$ cat src/rtl/adc_link_pkg.sv
package adc_link_pkg;

  typedef enum logic [1:0] {
    FRM_FAST = 2'b00,
    FRM_WIDE = 2'b01,
    FRM_PAIR = 2'b10
  } frame_kind_e;

  typedef enum logic [1:0] {
    ST_IDLE = 2'b00,
    ST_RUN  = 2'b01,
    ST_GAP  = 2'b10
  } seq_state_e;

  // control word: start marker, selection, clock-source bit forced to serial clock, options
  function automatic logic [7:0] build_ctrl(input logic [2:0] sel, input logic [2:0] opt);
    return {1'b1, sel, 1'b1, opt};
  endfunction

  function automatic logic sel_is_signed(input logic [2:0] sel);
    return (sel == 3'b011) || (sel == 3'b010) || (sel == 3'b001);
  endfunction

  // index of the last serial clock of a conversion frame
  function automatic logic [3:0] frame_last(input frame_kind_e kind);
    case (kind)
      FRM_FAST: return 4'd9;
      FRM_WIDE: return 4'd15;
      default:  return 4'd7;
    endcase
  endfunction

endpackage

$ cat src/rtl/adc_link_clkgen.sv
module adc_link_clkgen #(
  parameter int unsigned DIV_W = 12
) (
  input  logic             clk,
  input  logic             rst_n,
  input  logic             en,
  input  logic             quiet,
  input  logic [DIV_W-1:0] half,
  output logic             sclk,
  output logic             tick,
  output logic             rise_tk,
  output logic             fall_tk
);

  logic [DIV_W-1:0] cnt_q, cnt_d;
  logic             sclk_q, sclk_d;

  assign tick    = en && (cnt_q == half - 1'b1);
  assign rise_tk = tick && !quiet && !sclk_q;
  assign fall_tk = tick && !quiet && sclk_q;
  assign sclk    = sclk_q;

  always_comb begin
    cnt_d  = cnt_q;
    sclk_d = sclk_q;
    if (!en) begin
      cnt_d  = '0;
      sclk_d = 1'b0;
    end else if (tick) begin
      cnt_d = '0;
      if (!quiet) sclk_d = !sclk_q;
    end else begin
      cnt_d = cnt_q + 1'b1;
    end
  end

  always_ff @(posedge clk or negedge rst_n) begin
    if (!rst_n) begin
      cnt_q  <= '0;
      sclk_q <= 1'b0;
    end else begin
      cnt_q  <= cnt_d;
      sclk_q <= sclk_d;
    end
  end

  assert_disabled_low_R2: assert property (@(posedge clk) disable iff (!rst_n)
    !en |=> !sclk_q);

  assert_quiet_hold_R2: assert property (@(posedge clk) disable iff (!rst_n)
    (en && quiet) |=> $stable(sclk_q));

endmodule

$ cat src/rtl/adc_link_shift.sv
module adc_link_shift #(
  parameter int unsigned W = 8
) (
  input  logic         clk,
  input  logic         rst_n,
  input  logic         load,
  input  logic [W-1:0] load_val,
  input  logic         tx_shift,
  input  logic         rx_cap,
  input  logic         miso,
  output logic         mosi,
  output logic [W-1:0] rx_next
);

  logic [W-1:0] tx_q, tx_d, rx_q, rx_d;

  assign mosi    = tx_q[W-1];
  assign rx_next = {rx_q[W-2:0], miso};

  always_comb begin
    tx_d = tx_q;
    if (load)          tx_d = load_val;
    else if (tx_shift) tx_d = {tx_q[W-2:0], 1'b0};
    rx_d = rx_cap ? rx_next : rx_q;
  end

  always_ff @(posedge clk or negedge rst_n) begin
    if (!rst_n) begin
      tx_q <= '0;
      rx_q <= '0;
    end else begin
      tx_q <= tx_d;
      rx_q <= rx_d;
    end
  end

endmodule

$ cat src/rtl/adc_link_seq.sv
module adc_link_seq
  import adc_link_pkg::*;
(
  input  logic       clk,
  input  logic       rst_n,
  input  logic       run_en,
  input  logic [1:0] frame_mode,
  input  logic [2:0] chan_sel,
  input  logic [2:0] ctl_opt,
  input  logic       div_ok,
  input  logic       tick,
  input  logic       rise_tk,
  input  logic       fall_tk,
  input  logic [7:0] rx_next,
  output logic       launch,
  output logic       clk_en,
  output logic       quiet,
  output logic       tx_load,
  output logic [7:0] tx_val,
  output logic       tx_shift,
  output logic       rx_cap,
  output logic       cs_n,
  output logic       busy,
  output logic       cfg_err,
  output logic       res_valid,
  output logic [7:0] res_data,
  output logic [5:0] res_cfg,
  output logic       res_signed
);

  seq_state_e  state_q, state_d;
  frame_kind_e kind_q, kind_d, kind_in;
  logic [3:0]  idx_q, idx_d, flen_q, flen_d;
  logic        rd_q, rd_d, flush_q, flush_d, shot_q, shot_d;
  logic        err_q, err_d, csn_q, csn_d;
  logic [5:0]  cur_q, cur_d, pend_q, pend_d;
  logic        vld_q, vld_d, sgn_q, sgn_d;
  logic [7:0]  dat_q, dat_d;
  logic [5:0]  rcfg_q, rcfg_d;
  logic        start_ok, frame_end, res_done;

  always_comb begin
    if (frame_mode[1])      kind_in = FRM_PAIR;
    else if (frame_mode[0]) kind_in = FRM_WIDE;
    else                    kind_in = FRM_FAST;
  end

  assign start_ok  = (state_q == ST_IDLE) && run_en && !shot_q;
  assign frame_end = fall_tk && (idx_q == flen_q);
  assign rx_cap    = rise_tk && rd_q && (idx_q < 4'd8);
  assign res_done  = rx_cap && (idx_q == 4'd7);
  assign tx_shift  = fall_tk && !frame_end;
  assign clk_en    = (state_q != ST_IDLE);
  assign quiet     = (state_q == ST_GAP);
  assign busy      = (state_q != ST_IDLE);
  assign cs_n      = csn_q;
  assign cfg_err   = err_q;
  assign res_valid = vld_q;
  assign res_data  = dat_q;
  assign res_cfg   = rcfg_q;
  assign res_signed = sgn_q;

  always_comb begin
    state_d = state_q;
    kind_d  = kind_q;
    idx_d   = idx_q;
    flen_d  = flen_q;
    rd_d    = rd_q;
    flush_d = flush_q;
    shot_d  = shot_q && run_en;
    err_d   = err_q;
    csn_d   = csn_q;
    cur_d   = cur_q;
    pend_d  = pend_q;
    tx_load = 1'b0;
    tx_val  = 8'h00;
    launch  = 1'b0;
    case (state_q)
      ST_IDLE: begin
        if (start_ok) begin
          if (div_ok) begin
            launch  = 1'b1;
            state_d = ST_RUN;
            csn_d   = 1'b0;
            err_d   = 1'b0;
            kind_d  = kind_in;
            idx_d   = 4'd0;
            flen_d  = frame_last(kind_in);
            rd_d    = 1'b0;
            flush_d = 1'b0;
            cur_d   = {chan_sel, ctl_opt};
            tx_load = 1'b1;
            tx_val  = build_ctrl(chan_sel, ctl_opt);
            shot_d  = (kind_in == FRM_PAIR);
          end else begin
            err_d = 1'b1;
          end
        end
      end
      ST_RUN: begin
        if (fall_tk) begin
          if (!frame_end) begin
            idx_d = idx_q + 4'd1;
          end else if (flush_q) begin
            state_d = ST_GAP;
            csn_d   = 1'b1;
            rd_d    = 1'b0;
          end else begin
            idx_d   = 4'd0;
            rd_d    = 1'b1;
            pend_d  = cur_q;
            tx_load = 1'b1;
            if (kind_q != FRM_PAIR && run_en) begin
              cur_d  = {chan_sel, ctl_opt};
              tx_val = build_ctrl(chan_sel, ctl_opt);
            end else begin
              flush_d = 1'b1;
              flen_d  = 4'd7;
              tx_val  = 8'h00;
            end
          end
        end
      end
      ST_GAP: begin
        if (tick) state_d = ST_IDLE;
      end
      default: state_d = ST_IDLE;
    endcase

    vld_d  = res_done;
    dat_d  = res_done ? rx_next : dat_q;
    rcfg_d = res_done ? pend_q : rcfg_q;
    sgn_d  = res_done ? sel_is_signed(pend_q[5:3]) : sgn_q;
  end

  always_ff @(posedge clk or negedge rst_n) begin
    if (!rst_n) begin
      state_q <= ST_IDLE;
      kind_q  <= FRM_FAST;
      idx_q   <= '0;
      flen_q  <= '0;
      rd_q    <= 1'b0;
      flush_q <= 1'b0;
      shot_q  <= 1'b0;
      err_q   <= 1'b0;
      csn_q   <= 1'b1;
      cur_q   <= '0;
      pend_q  <= '0;
      vld_q   <= 1'b0;
      dat_q   <= '0;
      rcfg_q  <= '0;
      sgn_q   <= 1'b0;
    end else begin
      state_q <= state_d;
      kind_q  <= kind_d;
      idx_q   <= idx_d;
      flen_q  <= flen_d;
      rd_q    <= rd_d;
      flush_q <= flush_d;
      shot_q  <= shot_d;
      err_q   <= err_d;
      csn_q   <= csn_d;
      cur_q   <= cur_d;
      pend_q  <= pend_d;
      vld_q   <= vld_d;
      dat_q   <= dat_d;
      rcfg_q  <= rcfg_d;
      sgn_q   <= sgn_d;
    end
  end

  assert_bad_div_no_start_R3: assert property (@(posedge clk) disable iff (!rst_n)
    (state_q == ST_IDLE && run_en && !div_ok) |=> csn_q);

  assert_err_only_idle_R3: assert property (@(posedge clk) disable iff (!rst_n)
    err_q |-> csn_q);

  assert_valid_pulse_R10: assert property (@(posedge clk) disable iff (!rst_n)
    vld_q |=> !vld_q);

  assert_read_in_window_R8: assert property (@(posedge clk) disable iff (!rst_n)
    rx_cap |-> !csn_q);

endmodule

$ cat src/rtl/adc_link_master.sv
module adc_link_master
  import adc_link_pkg::*;
#(
  parameter int unsigned SYS_HZ      = 100_000_000,
  parameter int unsigned SCLK_MIN_HZ = 50_000,
  parameter int unsigned SCLK_MAX_HZ = 500_000,
  parameter int unsigned DIV_W       = 12
) (
  input  logic             clk,
  input  logic             rst_n,
  input  logic             run_en,
  input  logic [1:0]       frame_mode,
  input  logic [2:0]       chan_sel,
  input  logic [2:0]       ctl_opt,
  input  logic [DIV_W-1:0] half_div,
  output logic             sclk,
  output logic             cs_n,
  output logic             mosi,
  input  logic             miso,
  output logic             res_valid,
  output logic [7:0]       res_data,
  output logic [5:0]       res_cfg,
  output logic             res_signed,
  output logic             busy,
  output logic             cfg_err
);

  localparam int unsigned HALF_LO = (SYS_HZ + 2 * SCLK_MAX_HZ - 1) / (2 * SCLK_MAX_HZ);
  localparam int unsigned HALF_HI = SYS_HZ / (2 * SCLK_MIN_HZ);

  logic [DIV_W-1:0] half_q, half_d;
  logic             div_ok, launch, clk_en, quiet, tick, rise_tk, fall_tk;
  logic             tx_load, tx_shift, rx_cap;
  logic [7:0]       tx_val, rx_next;

  assign div_ok = (32'(half_div) >= HALF_LO) && (32'(half_div) <= HALF_HI) && (HALF_LO > 0);
  assign half_d = launch ? half_div : half_q;

  always_ff @(posedge clk or negedge rst_n) begin
    if (!rst_n) half_q <= '0;
    else        half_q <= half_d;
  end

  adc_link_clkgen #(.DIV_W(DIV_W)) u_clk (
    .clk(clk), .rst_n(rst_n), .en(clk_en), .quiet(quiet), .half(half_q),
    .sclk(sclk), .tick(tick), .rise_tk(rise_tk), .fall_tk(fall_tk)
  );

  adc_link_shift #(.W(8)) u_shift (
    .clk(clk), .rst_n(rst_n), .load(tx_load), .load_val(tx_val),
    .tx_shift(tx_shift), .rx_cap(rx_cap), .miso(miso),
    .mosi(mosi), .rx_next(rx_next)
  );

  adc_link_seq u_seq (
    .clk(clk), .rst_n(rst_n), .run_en(run_en), .frame_mode(frame_mode),
    .chan_sel(chan_sel), .ctl_opt(ctl_opt), .div_ok(div_ok),
    .tick(tick), .rise_tk(rise_tk), .fall_tk(fall_tk), .rx_next(rx_next),
    .launch(launch), .clk_en(clk_en), .quiet(quiet),
    .tx_load(tx_load), .tx_val(tx_val), .tx_shift(tx_shift), .rx_cap(rx_cap),
    .cs_n(cs_n), .busy(busy), .cfg_err(cfg_err),
    .res_valid(res_valid), .res_data(res_data), .res_cfg(res_cfg),
    .res_signed(res_signed)
  );

  assert_sclk_idle_R2: assert property (@(posedge clk) disable iff (!rst_n)
    cs_n |-> !sclk);

  assert_mosi_steady_R4: assert property (@(posedge clk) disable iff (!rst_n)
    $rose(sclk) |-> $stable(mosi));

  assert_valid_on_edge_R10: assert property (@(posedge clk) disable iff (!rst_n)
    res_valid |-> $rose(sclk));

endmodule

$ cat config.mk
export PLATFORM = sky130hd
export DESIGN_NAME = adc_link_master
export DESIGN_NICKNAME = d
export VERILOG_FILES = /design/src/rtl/adc_link_pkg.sv /design/src/rtl/adc_link_clkgen.sv /design/src/rtl/adc_link_shift.sv /design/src/rtl/adc_link_seq.sv /design/src/rtl/adc_link_master.sv
export SDC_FILE = /design/constraint.sdc
export NUM_CORES = 1
export LEC_CHECK = 0
export BUFFER_PORTS_ARGS = -buffer_cell sky130_fd_sc_hd__buf_2
export CAP_MARGIN = 40
export CORE_ASPECT_RATIO = 0.7
export CORE_UTILIZATION = 30
export CTS_CLUSTER_SIZE = 10
export DETAILED_ROUTE_END_ITERATION = 10
export MAX_ROUTING_LAYER = met4
export PLACE_DENSITY = 0.52
export SYNTH_ARGS = -nofsm -noshare
export SYNTH_HDL_FRONTEND = slang
export SYNTH_SLANG_ARGS = --single-unit
$ cat constraint.sdc
create_clock -name clk -period 7.6 [get_ports clk]
set_input_delay 1.9 -clock clk [delete_from_list [all_inputs] [get_ports clk]]
set_output_delay 1.9 -clock clk [all_outputs]
set_load 0.03 [all_outputs]
-- Yosys cells after proc, flatten, opt, wreduce, memory -nomap -nowiden
Index checks and enable logic that the tools add are counted.
- bits in registers: 85
- bits of input ports: 24
- word-level logic and storage cells: 154
- add/subtract/negate cells: 3
- order comparisons: 3
- equality and inequality tests: 23
- multiplexer cells: 69
- bitwise operators: 1
- reductions and logical operators: 35
- operators with widths (cell ; number):
    two-way mux 8 bit ; 8
    two-way mux 4 bit ; 11
    two-way mux 6 bit ; 6
    two-way mux 1 bit ; 25
    two-way mux 12 bit ; 2
    case mux 4 bit (2 select lines) ; 3
    case mux 8 bit (2 select lines) ; 1
    logical AND 1 bit ; 14
    two-way mux 2 bit ; 7
    inequality test 2 bit (second input constant) ; 7
    AND reduction 7 bit ; 2
    adder 12 x 1 -> 12 bit (second input constant) ; 1
    == test 12 bit ; 1
    >= comparator 12 x 7 -> 1 bit (second input constant) ; 1
    less-or-equal comparator 12 x 10 -> 1 bit (second input constant) ; 1
    case mux 6 bit (2 select lines) ; 1
    AND reduction 6 bit ; 2
    subtractor 12 x 1 -> 12 bit (second input constant) ; 1
    inequality test 2 x 1 -> 1 bit (second input constant) ; 5
    AND reduction 5 bit ; 2
    case mux 1 bit (2 select lines) ; 4
    == test 3 x 2 -> 1 bit (second input constant) ; 2
    case mux 2 bit (3 select lines) ; 1
    nonzero test 2 bit ; 3
    15 further kinds ; 23

-- Longest topological paths before layout
Gate-level depths: netlist of run 1.
- word-level depth: 10
- depth in mapped cells: 12

-- Cells and area by module
From an unflattened synthesis of run 1, not the netlist that was laid out.
- cell total of the unflattened synthesis: 353
- area, all modules: 4140.2 µm²
- by module, submodules not included (module ; instances ; cells an instance ; area each (µm²) ; sequential area each (µm²)):
    adc_link_seq ; 1 ; 159 ; 1999.4 ; 1102.3
    adc_link_clkgen ; 1 ; 112 ; 979.7 ; 325.3
    adc_link_shift ; 1 ; 50 ; 668.1 ; 375.4
    adc_link_master ; 1 ; 32 ; 493.0 ; 300.3

-- Worst setup path before layout of run 1
Ideal clock, no wire load.
- kind: input port to flip-flop
- start point: in half_div[4]
- end point: reg u_shift.tx_q[5]
- data arrival time: 3.874 ns
- data required time: 7.527 ns
- setup slack: 3.653 ns
- cell stages on the path: 9
- path buffers: 1
- cell sequence: nor4_1 > nor3_1 > or4_1 > o31ai_1 > nand2_1 > o21ai_1 > buf_2 > nand2_1 > a2bb2oi_2
- cells in the longest elaborated chain, start to end: 6
- elaborated cells between the ends (all ways): 11
- RTL lines (item ; RTL line ; RTL):
    from (decl) ; adc_link_master.sv:15 ; input logic [DIV_W-1:0] half_div,
    >= comparator 12 x 7 -> 1 bit / less-or-equal comparator 12 x 10 -> 1 bit (equally long branches) ; adc_link_master.sv:36 ; assign div_ok = (32'(half_div) >= HALF_LO) && (32'(half_div) <= HALF_HI) && (HALF_LO > 0);
    logical AND 1 bit (*) ; adc_link_master.sv:36 ;
    two-way mux 8 bit / two-way mux 1 bit (equally long branches) ; adc_link_seq.sv:81 ; if (div_ok) begin
    two-way mux 8 bit / two-way mux 1 bit (equally long branches) ; adc_link_seq.sv:80 ; if (start_ok) begin
    case mux 8 bit (2 select lines) / case mux 1 bit (2 select lines) (equally long branches) ; adc_link_seq.sv:78 ; case (state_q)
    two-way mux 8 bit / nonzero test 2 bit (equally long branches) ; -- ;
    to (signal assigned) ; adc_link_shift.sv:32 ; tx_q <= tx_d;
    to (decl) ; adc_link_shift.sv:15 ; logic [W-1:0] tx_q, tx_d, rx_q, rx_d;
Mark *: on every way between the ends. The rest lies on a longest branch, timed or not.
A chain may end at the register's enable or synchronous reset.

-- Worst setup path in the final report of run 1
- start point: in half_div[4]
- end point: reg u_shift.tx_q[2]
Same word-level chain as after synthesis.

==> flow_summary.json, run 1 <==
{
  "die_w_um": 142,
  "cts_buffers": 9,
  "worst-r2r-cell-count": 8,
  "area_delta_synth_final_pct": 17.9,
  "synth_edf_count": 0,
  "clkPwrFrac_pct": 31.5,
  "synth_warnings": 0,
  "core_um2": 13300,
  "diodes": 0,
  "postCtsHoldBufs": 0,
  "worstMarginPinSlew_ns": 0.885,
  "reg2reg_to": "u_shift.tx_q[2]",
  "synth_nets": 411,
  "reg2reg_from": "half_q[2]",
  "synthMuxAreaShare_pct": 7.50,
  "synth_compound_area_share_pct": 10.9,
  "grt_overflow": 0,
  "nFillCells": 1316,
  "period_share_pct": 63.4,
  "root_buffer": "clkbuf_16",
  "arrival_ns": 5.09,
  "synthArstFlopShare_pct": 100,
  "met2_usage_pct": 20.5,
  "finalSetupViolCount": 0,
  "post_cts_buffers": 0,
  "worstPathMaxFanout": 23,
  "viasPerCell": 4.69,
  "power_frac_comb_pct": 24.6,
  "relSlewSlack_pct": 40.6,
  "p_sw_share_pct": 31.9,
  "final_max_slew_viol_count": 0,
  "synth_top_cells_by_area": "dfrtp_1 (51%), mux2_4 (5.9%), nand2_1 (5.0%), xnor2_1 (3.2%), nor2_1 (3.1%)",
  "leakage_nw": 2.29,
  "syn_inst": 384,
  "die-area_um2": 14200,
  "rsz0062_at_grt": "false",
  "cts_tree": "yes",
  "setup_ws_ns": 2.78,
  "worst-setup-path-type": "in -> reg",
  "fin_skew_ns": 0.00562,
  "synth_seq_cells": 84,
  "cts_buffer_depth": 2,
  "synth_xor_area_share_pct": 6.19,
  "whs_ns": 0.468,
  "port_buffers": 44,
  "p_int_w": 0.00101,
  "grt_pass1_vias": 2987,
  "pwr_density_cell_nw_per_um2": 307,
  "setup_tns_ns": 0,
  "end_kind": "flip-flop",
  "yosys.area_share.adder_pct": 0.914,
  "yosysTopAreaCellShare_pct": 50.6,
  "ctsHtreeMaxLevel": 3,
  "rrSetupSlack_ns": 3.99,
  "min_period_ns": 4.82,
  "p_seq_share_pct": 43.9,
  "startpoint_type": "input port",
  "min_path_cells": 2,
  "power_switching_w": 0.000474,
  "nets": 456,
  "ios": 45,
  "cts_resized": 0,
  "start_util_pct": 30.9,
  "status": "complete, no violations",
  "synth_cell_types": 59,
  "dieHeight_um": 99.9,
  "place_hpwl_um": 6440,
  "cp-endpoint": "u_shift.tx_q[2]",
  "grt_max_degree": 60,
  "synth_area_um2": 4110,
  "vias": 2902,
  "place_congestion": 0.793,
  "clk_latency_ns": 0.34,
  "clkTransAtPathRegs_ns": 0.06,
  "seq_area_frac_synth_pct": 51.2,
  "grt_usage_pct": 14.2,
  "wl_per_cell_um": 14.3,
  "cts_sinks": 84,
  "layout-drive-gt1-share_pct": 23.5,
  "drv_cap": 0,
  "synth_top_family_by_area": "simple AND/OR/NAND/NOR gates",
  "finalPower_w": 0.00149,
  "num_rows": 35,
  "final-hold-violation-count": 0,
  "synthSimpleGateAreaFrac_pct": 20.0,
  "postRouteWirelength_um": 8840,
  "grt_pass1_wl_um": 15200,
  "antenna_left": 0,
  "drtIter0Drc": 174,
  "worstHoldPathType": "reg -> reg",
  "use_met3_pct": 2.96,
  "post-place-ws_ns": 2.40,
  "yosys.area.top_type": "dfrtp_1",
  "fmax_mhz": 207,
  "drtPass1Iterations": 4,
  "antenna_found_initial": 0,
  "ir_drop_v": 0.000115,
  "cp.required_ns": 7.87,
  "ys.flop_type": "dfrtp_1",
  "syn-mean-instance-area_um2": 10.7,
  "grt_use_met1_pct": 19.8,
  "drc": 0,
  "gr-max-usage-layer": "met2",
  "critPathLaunch": "half_div[4]"
}
==> power groups by stage <==
stage                     Clock (W)  Combinational, W  Sequential (W)
after global placement            0          0.000357        0.000658
after floorplan                   0          0.000298        0.000631
final                      0.000468          0.000365        0.000652
after global routing       0.000497          0.000415        0.000672
after detailed placement          0          0.000368        0.000659
after CTS                  0.000480          0.000372        0.000652
==> synth_stat cells (5+ instances only) <==
cell        n
dfrtp_1    83
nand2_1    55
nor2_1     34
mux2_4     16
xnor2_1    15
o21ai_0    14
xor2_1     14
inv_1      13
nor3_1     13
nand3_1    11
and3_1      7
o21ai_1     7
clkbuf_1    6
mux2_2      6
o211ai_1    6
a2bb2oi_2   5
nand2b_1    5
==> registers in the layout (all words and copies together), names as in the netlist <==
name              flops
u_shift.tx_q          8
u_seq.state_q         2
half_q               12
u_clk.cnt_q          12
u_seq.shot_q          1
u_seq.res_signed      1
u_shift.rx_q          7
u_seq.cur_q           6
u_seq.res_data        8
u_seq.kind_q          2
u_seq.rd_q            1
u_seq.idx_q           4
u_seq.cs_n            1
u_seq.pend_q          6
u_clk.sclk            1
u_seq.cfg_err         1
u_seq.flen_q          3
u_seq.res_valid       1
u_seq.flush_q         1
u_seq.res_cfg         6
==> placed cells by master (no fill, tap or decap), types with 3 or more instances in the layout <==
cell       synthesis  layout
mux2_2             6       6
nand2_1           55      55
and3_1             7       7
o21ai_1            7       7
nor3_1            13      13
xor2_1            14      14
nor4_1             4       4
buf_2              4      43
or3_1              4       4
nand3_1           11      11
clkbuf_16          0       9
inv_1             13      13
and2_1             3       3
a21o_1             4       4
xnor2_1           15      15
nand2b_1           5       5
o21a_1             3       3
o21ai_0           14      14
ha_1               3       3
a2bb2oi_2          5       5
nand4_1            4       4
o211ai_1           6       6
nor2_1            34      34
mux2_4            16      16
a211oi_1           3       3
or4_1              3       3
dfrtp_1           83      83
==> per-stage QoR <==
step                instance area [um^2]  utilization, %  std cells
floorplan                           4110               -        384
global placement                    4480            33.8        601
detailed placement                  4520            34.1        603
CTS                                 4840            36.5        619
global route                        4840            36.5        619
finish                              4840            36.5        619
==> per-layer routing <==
metal  up-vias  wire (um)
li1       1425          -
met1      1414       4640
met2        50       3760
met3        13        336
met4         0        105
met5         -          0
==> layout make-up <==
cell class	count	area [um^2]	share of cell area (%)
Clock buffer	11	233	4.81
Clock inverter	5	85.1	1.76
Inverter	13	48.8	1.01
Multi-Input combinational cell	274	1870	38.5
Sequential cell	84	2100	43.5
Tap cell	185	231	4.78
Timing Repair Buffer	47	273	5.64
==> cell families (layout without fill, tap and decap cells) <==
logic type / count (synthesis) / count (layout)
adders and majority gates: 3 / 3
buffers and inverters: 26 / 76
xor gates and xnor gates: 29 / 29
and+or+nand+nor: 162 / 162
muxes: 22 / 22
AOI/OAI and AO/OA: 58 / 58
DFF: 84 / 84
==> worst max-delay path: stages <==
cell       delay [ns]
buf_2            0.11
nor4_1           0.28
nor3_1           0.07
or4_1            0.54
o31ai_1          0.46
nand2_1          0.61
o21ai_1          0.74
nand2_1          0.20
a2bb2oi_2        0.17
==> how the worst min path moves through the flow <==
stage	startpoint	end	slack (ns)
floorplan	u_seq.kind_q[0]	u_seq.kind_q[0]	0.43
global placement	u_seq.kind_q[0]	u_seq.kind_q[0]	0.45
detailed placement	u_seq.kind_q[0]	u_seq.kind_q[0]	0.46
CTS	u_seq.kind_q[0]	u_seq.kind_q[0]	0.47
global route	u_seq.shot_q	u_seq.shot_q	0.52
finish	u_seq.kind_q[0]	u_seq.kind_q[0]	0.47
Power figures use the tool's default switching activity.
==> run 2, diff against run 1 <==
--- a/config.mk
+++ b/config.mk
@@ -12,7 +12,7 @@
 export CTS_CLUSTER_SIZE = 10
 export DETAILED_ROUTE_END_ITERATION = 10
 export MAX_ROUTING_LAYER = met4
-export PLACE_DENSITY = 0.52
+export PLACE_DENSITY = 0.54
 export SYNTH_ARGS = -nofsm -noshare
 export SYNTH_HDL_FRONTEND = slang
 export SYNTH_SLANG_ARGS = --single-unit
==> constraint.sdc (replaced) <==
create_clock -name clk -period 4.3 [get_ports clk]
set_input_delay 1.075 -clock clk [delete_from_list [all_inputs] [get_ports clk]]
set_output_delay 1.075 -clock clk [all_outputs]
set_load 0.03 [all_outputs]
==> flow_summary.json, run 2 (same netlist as run 1, synthesis figures left out) <==
{
  "final_max_slew_viol_count": 0,
  "p_sw_share_pct": 32.4,
  "grt_pass1_wl_um": 15300,
  "regArea_um2": 2100,
  "core_um2": 13300,
  "clkTransAtPathRegs_ns": 0.06,
  "num_rows": 35,
  "worst-setup-path-type": "reg -> reg",
  "place_hpwl_um": 6460,
  "nets": 458,
  "drv_cap": 0,
  "design_area_um2": 4830,
  "grt_usage_pct": 14.4,
  "diodes": 0,
  "drtPass1Iterations": 4,
  "setup_tns_ns": 0,
  "worstMarginPinSlew_ns": 0.821,
  "layout-drive-gt1-share_pct": 23.9,
  "leakage_nw": 2.29,
  "dieHeight_um": 99.9,
  "layout_commonest_cell": "dfrtp_1",
  "viasPerCell": 4.73,
  "drtIter0Drc": 234,
  "cts_tree": "yes",
  "arrival_ns": 3.79,
  "min_period_ns": 3.53,
  "cts_buffer_depth": 2,
  "ios": 45,
  "cts_buffers": 9,
  "die_w_um": 142,
  "port_buffers": 44,
  "wl_per_cell_um": 14.7,
  "end_kind": "flip-flop",
  "nFillCells": 1340,
  "die-area_um2": 14200,
  "multiInputGateArea_um2": 1870,
  "cp.required_ns": 4.56,
  "cts_resized": 0,
  "fin_skew_ns": 0.00723,
  "postCtsHoldBufs": 0,
  "place_congestion": 0.889,
  "fmax_mhz": 283,
  "finalSetupViolCount": 0,
  "cts_sinks": 84,
  "drc": 0,
  "start_util_pct": 30.9,
  "path_buf_inv": 0,
  "final_cell_mix": "dfrtp_1 (83), nand2_1 (55), buf_2 (43), nor2_1 (34), mux2_4 (16)",
  "grt_pass1_vias": 2834,
  "period_share_pct": 82.0,
  "ir_drop_v": 0.000211,
  "worstHoldPathType": "reg -> reg",
  "area_delta_synth_final_pct": 17.6,
  "grt_overflow": 0,
  "setup_ws_ns": 0.773,
  "pwr_density_cell_nw_per_um2": 548,
  "status": "complete, no violations",
  "cp_slowest_cell": "or4_4",
  "power_frac_comb_pct": 24.7,
  "post-place-ws_ns": 0.611,
  "root_buffer": "clkbuf_16",
  "vias": 2936,
  "worstPathMaxFanout": 19,
  "finalPower_w": 0.00264,
  "timing.critical_path.cells": "or4_4, or4_1, a21o_1, a2111oi_4, nand3_2, or2_1, nand3_4, a2bb2oi_2",
  "p_int_w": 0.00179,
  "ctsHtreeMaxLevel": 3,
  "placed_cell_area_um2": 4500,
  "rsz0062_at_grt": "false",
  "path_delay_family": "simple AND/OR/NAND/NOR gates",
  "postRouteWirelength_um": 9150,
  "startpoint_type": "flip-flop",
  "power_switching_w": 0.000857,
  "p_seq_share_pct": 43.7,
  "relSlewSlack_pct": 45.2,
  "clkPwrFrac_pct": 31.6,
  "antenna_found_initial": 0,
  "grt_max_degree": 64,
  "antenna_left": 0,
  "clk_latency_ns": 0.34,
  "top_regs": "half_q x12, u_clk.cnt_q x12",
  "post_cts_buffers": 0,
  "max_stage_delay_ns": 0.60,
  "final-hold-violation-count": 0
}
[run 2: worst register-to-register path, cell delays in order, from the launching register on]
cell	delay (ns)
dfrtp_1	0.47
or4_4	0.60
or4_1	0.52
a21o_1	0.22
a2111oi_4	0.43
nand3_2	0.25
or2_1	0.56
nand3_4	0.25
a2bb2oi_2	0.15
[run 2: area by class of cell]
| type | count | area share [%] |
|---|---|---|
| Sequential cell | 84 | 43.6 |
| Multi-Input combinational cell | 274 | 38.6 |
| Timing Repair Buffer | 49 | 5.39 |
| Clock buffer | 11 | 4.82 |
| Tap cell | 185 | 4.80 |
| Clock inverter | 5 | 1.76 |
| Inverter | 13 | 1.01 |
[run 2: final timing paths]
| path | from | end | slack, ns | cells after the start |
|---|---|---|---|---|
| setup / recovery | half_q[2] | u_shift.tx_q[6] | 0.77 | 8 |
| hold / removal | u_seq.kind_q[0] | u_seq.kind_q[0] | 0.46 | 2 |
| setup reg to reg | half_q[2] | u_shift.tx_q[6] | 0.77 | 8 |
| hold reg to reg | u_seq.kind_q[0] | u_seq.kind_q[0] | 0.46 | 2 |
| max in group asynchronous | rst_n | u_seq.idx_q[2] | 2.65 | 2 |
| min in group asynchronous | rst_n | u_clk.cnt_q[9] | 0.82 | 1 |
[run 2: power by group through the flow]
stage                     Clock [W]  Sequential (W)  Combinational, W
after floorplan                   0         0.00112          0.000527
after global placement            0         0.00116          0.000638
after detailed placement          0         0.00116          0.000651
after CTS                  0.000857         0.00115          0.000661
after global routing       0.000894         0.00118          0.000723
final                      0.000834         0.00116          0.000653
[run 2: per-layer routing]
metal	GRT usage (%)	wire, um	vias to the layer above
met4	5.62	176	0
met1	21.3	5010	1427
met2	19.1	3590	67
met3	2.91	367	15
li1	-	-	1427
met5	-	0	-
[run 2: through the flow]
stage	cells	utilization, %	hold WS [ns]
floorplan	384	-	0.433
global placement	604	33.9	0.447
detailed placement	604	33.9	0.451
CTS	620	36.3	0.464
global route	621	36.4	0.492
finish	621	36.4	0.463
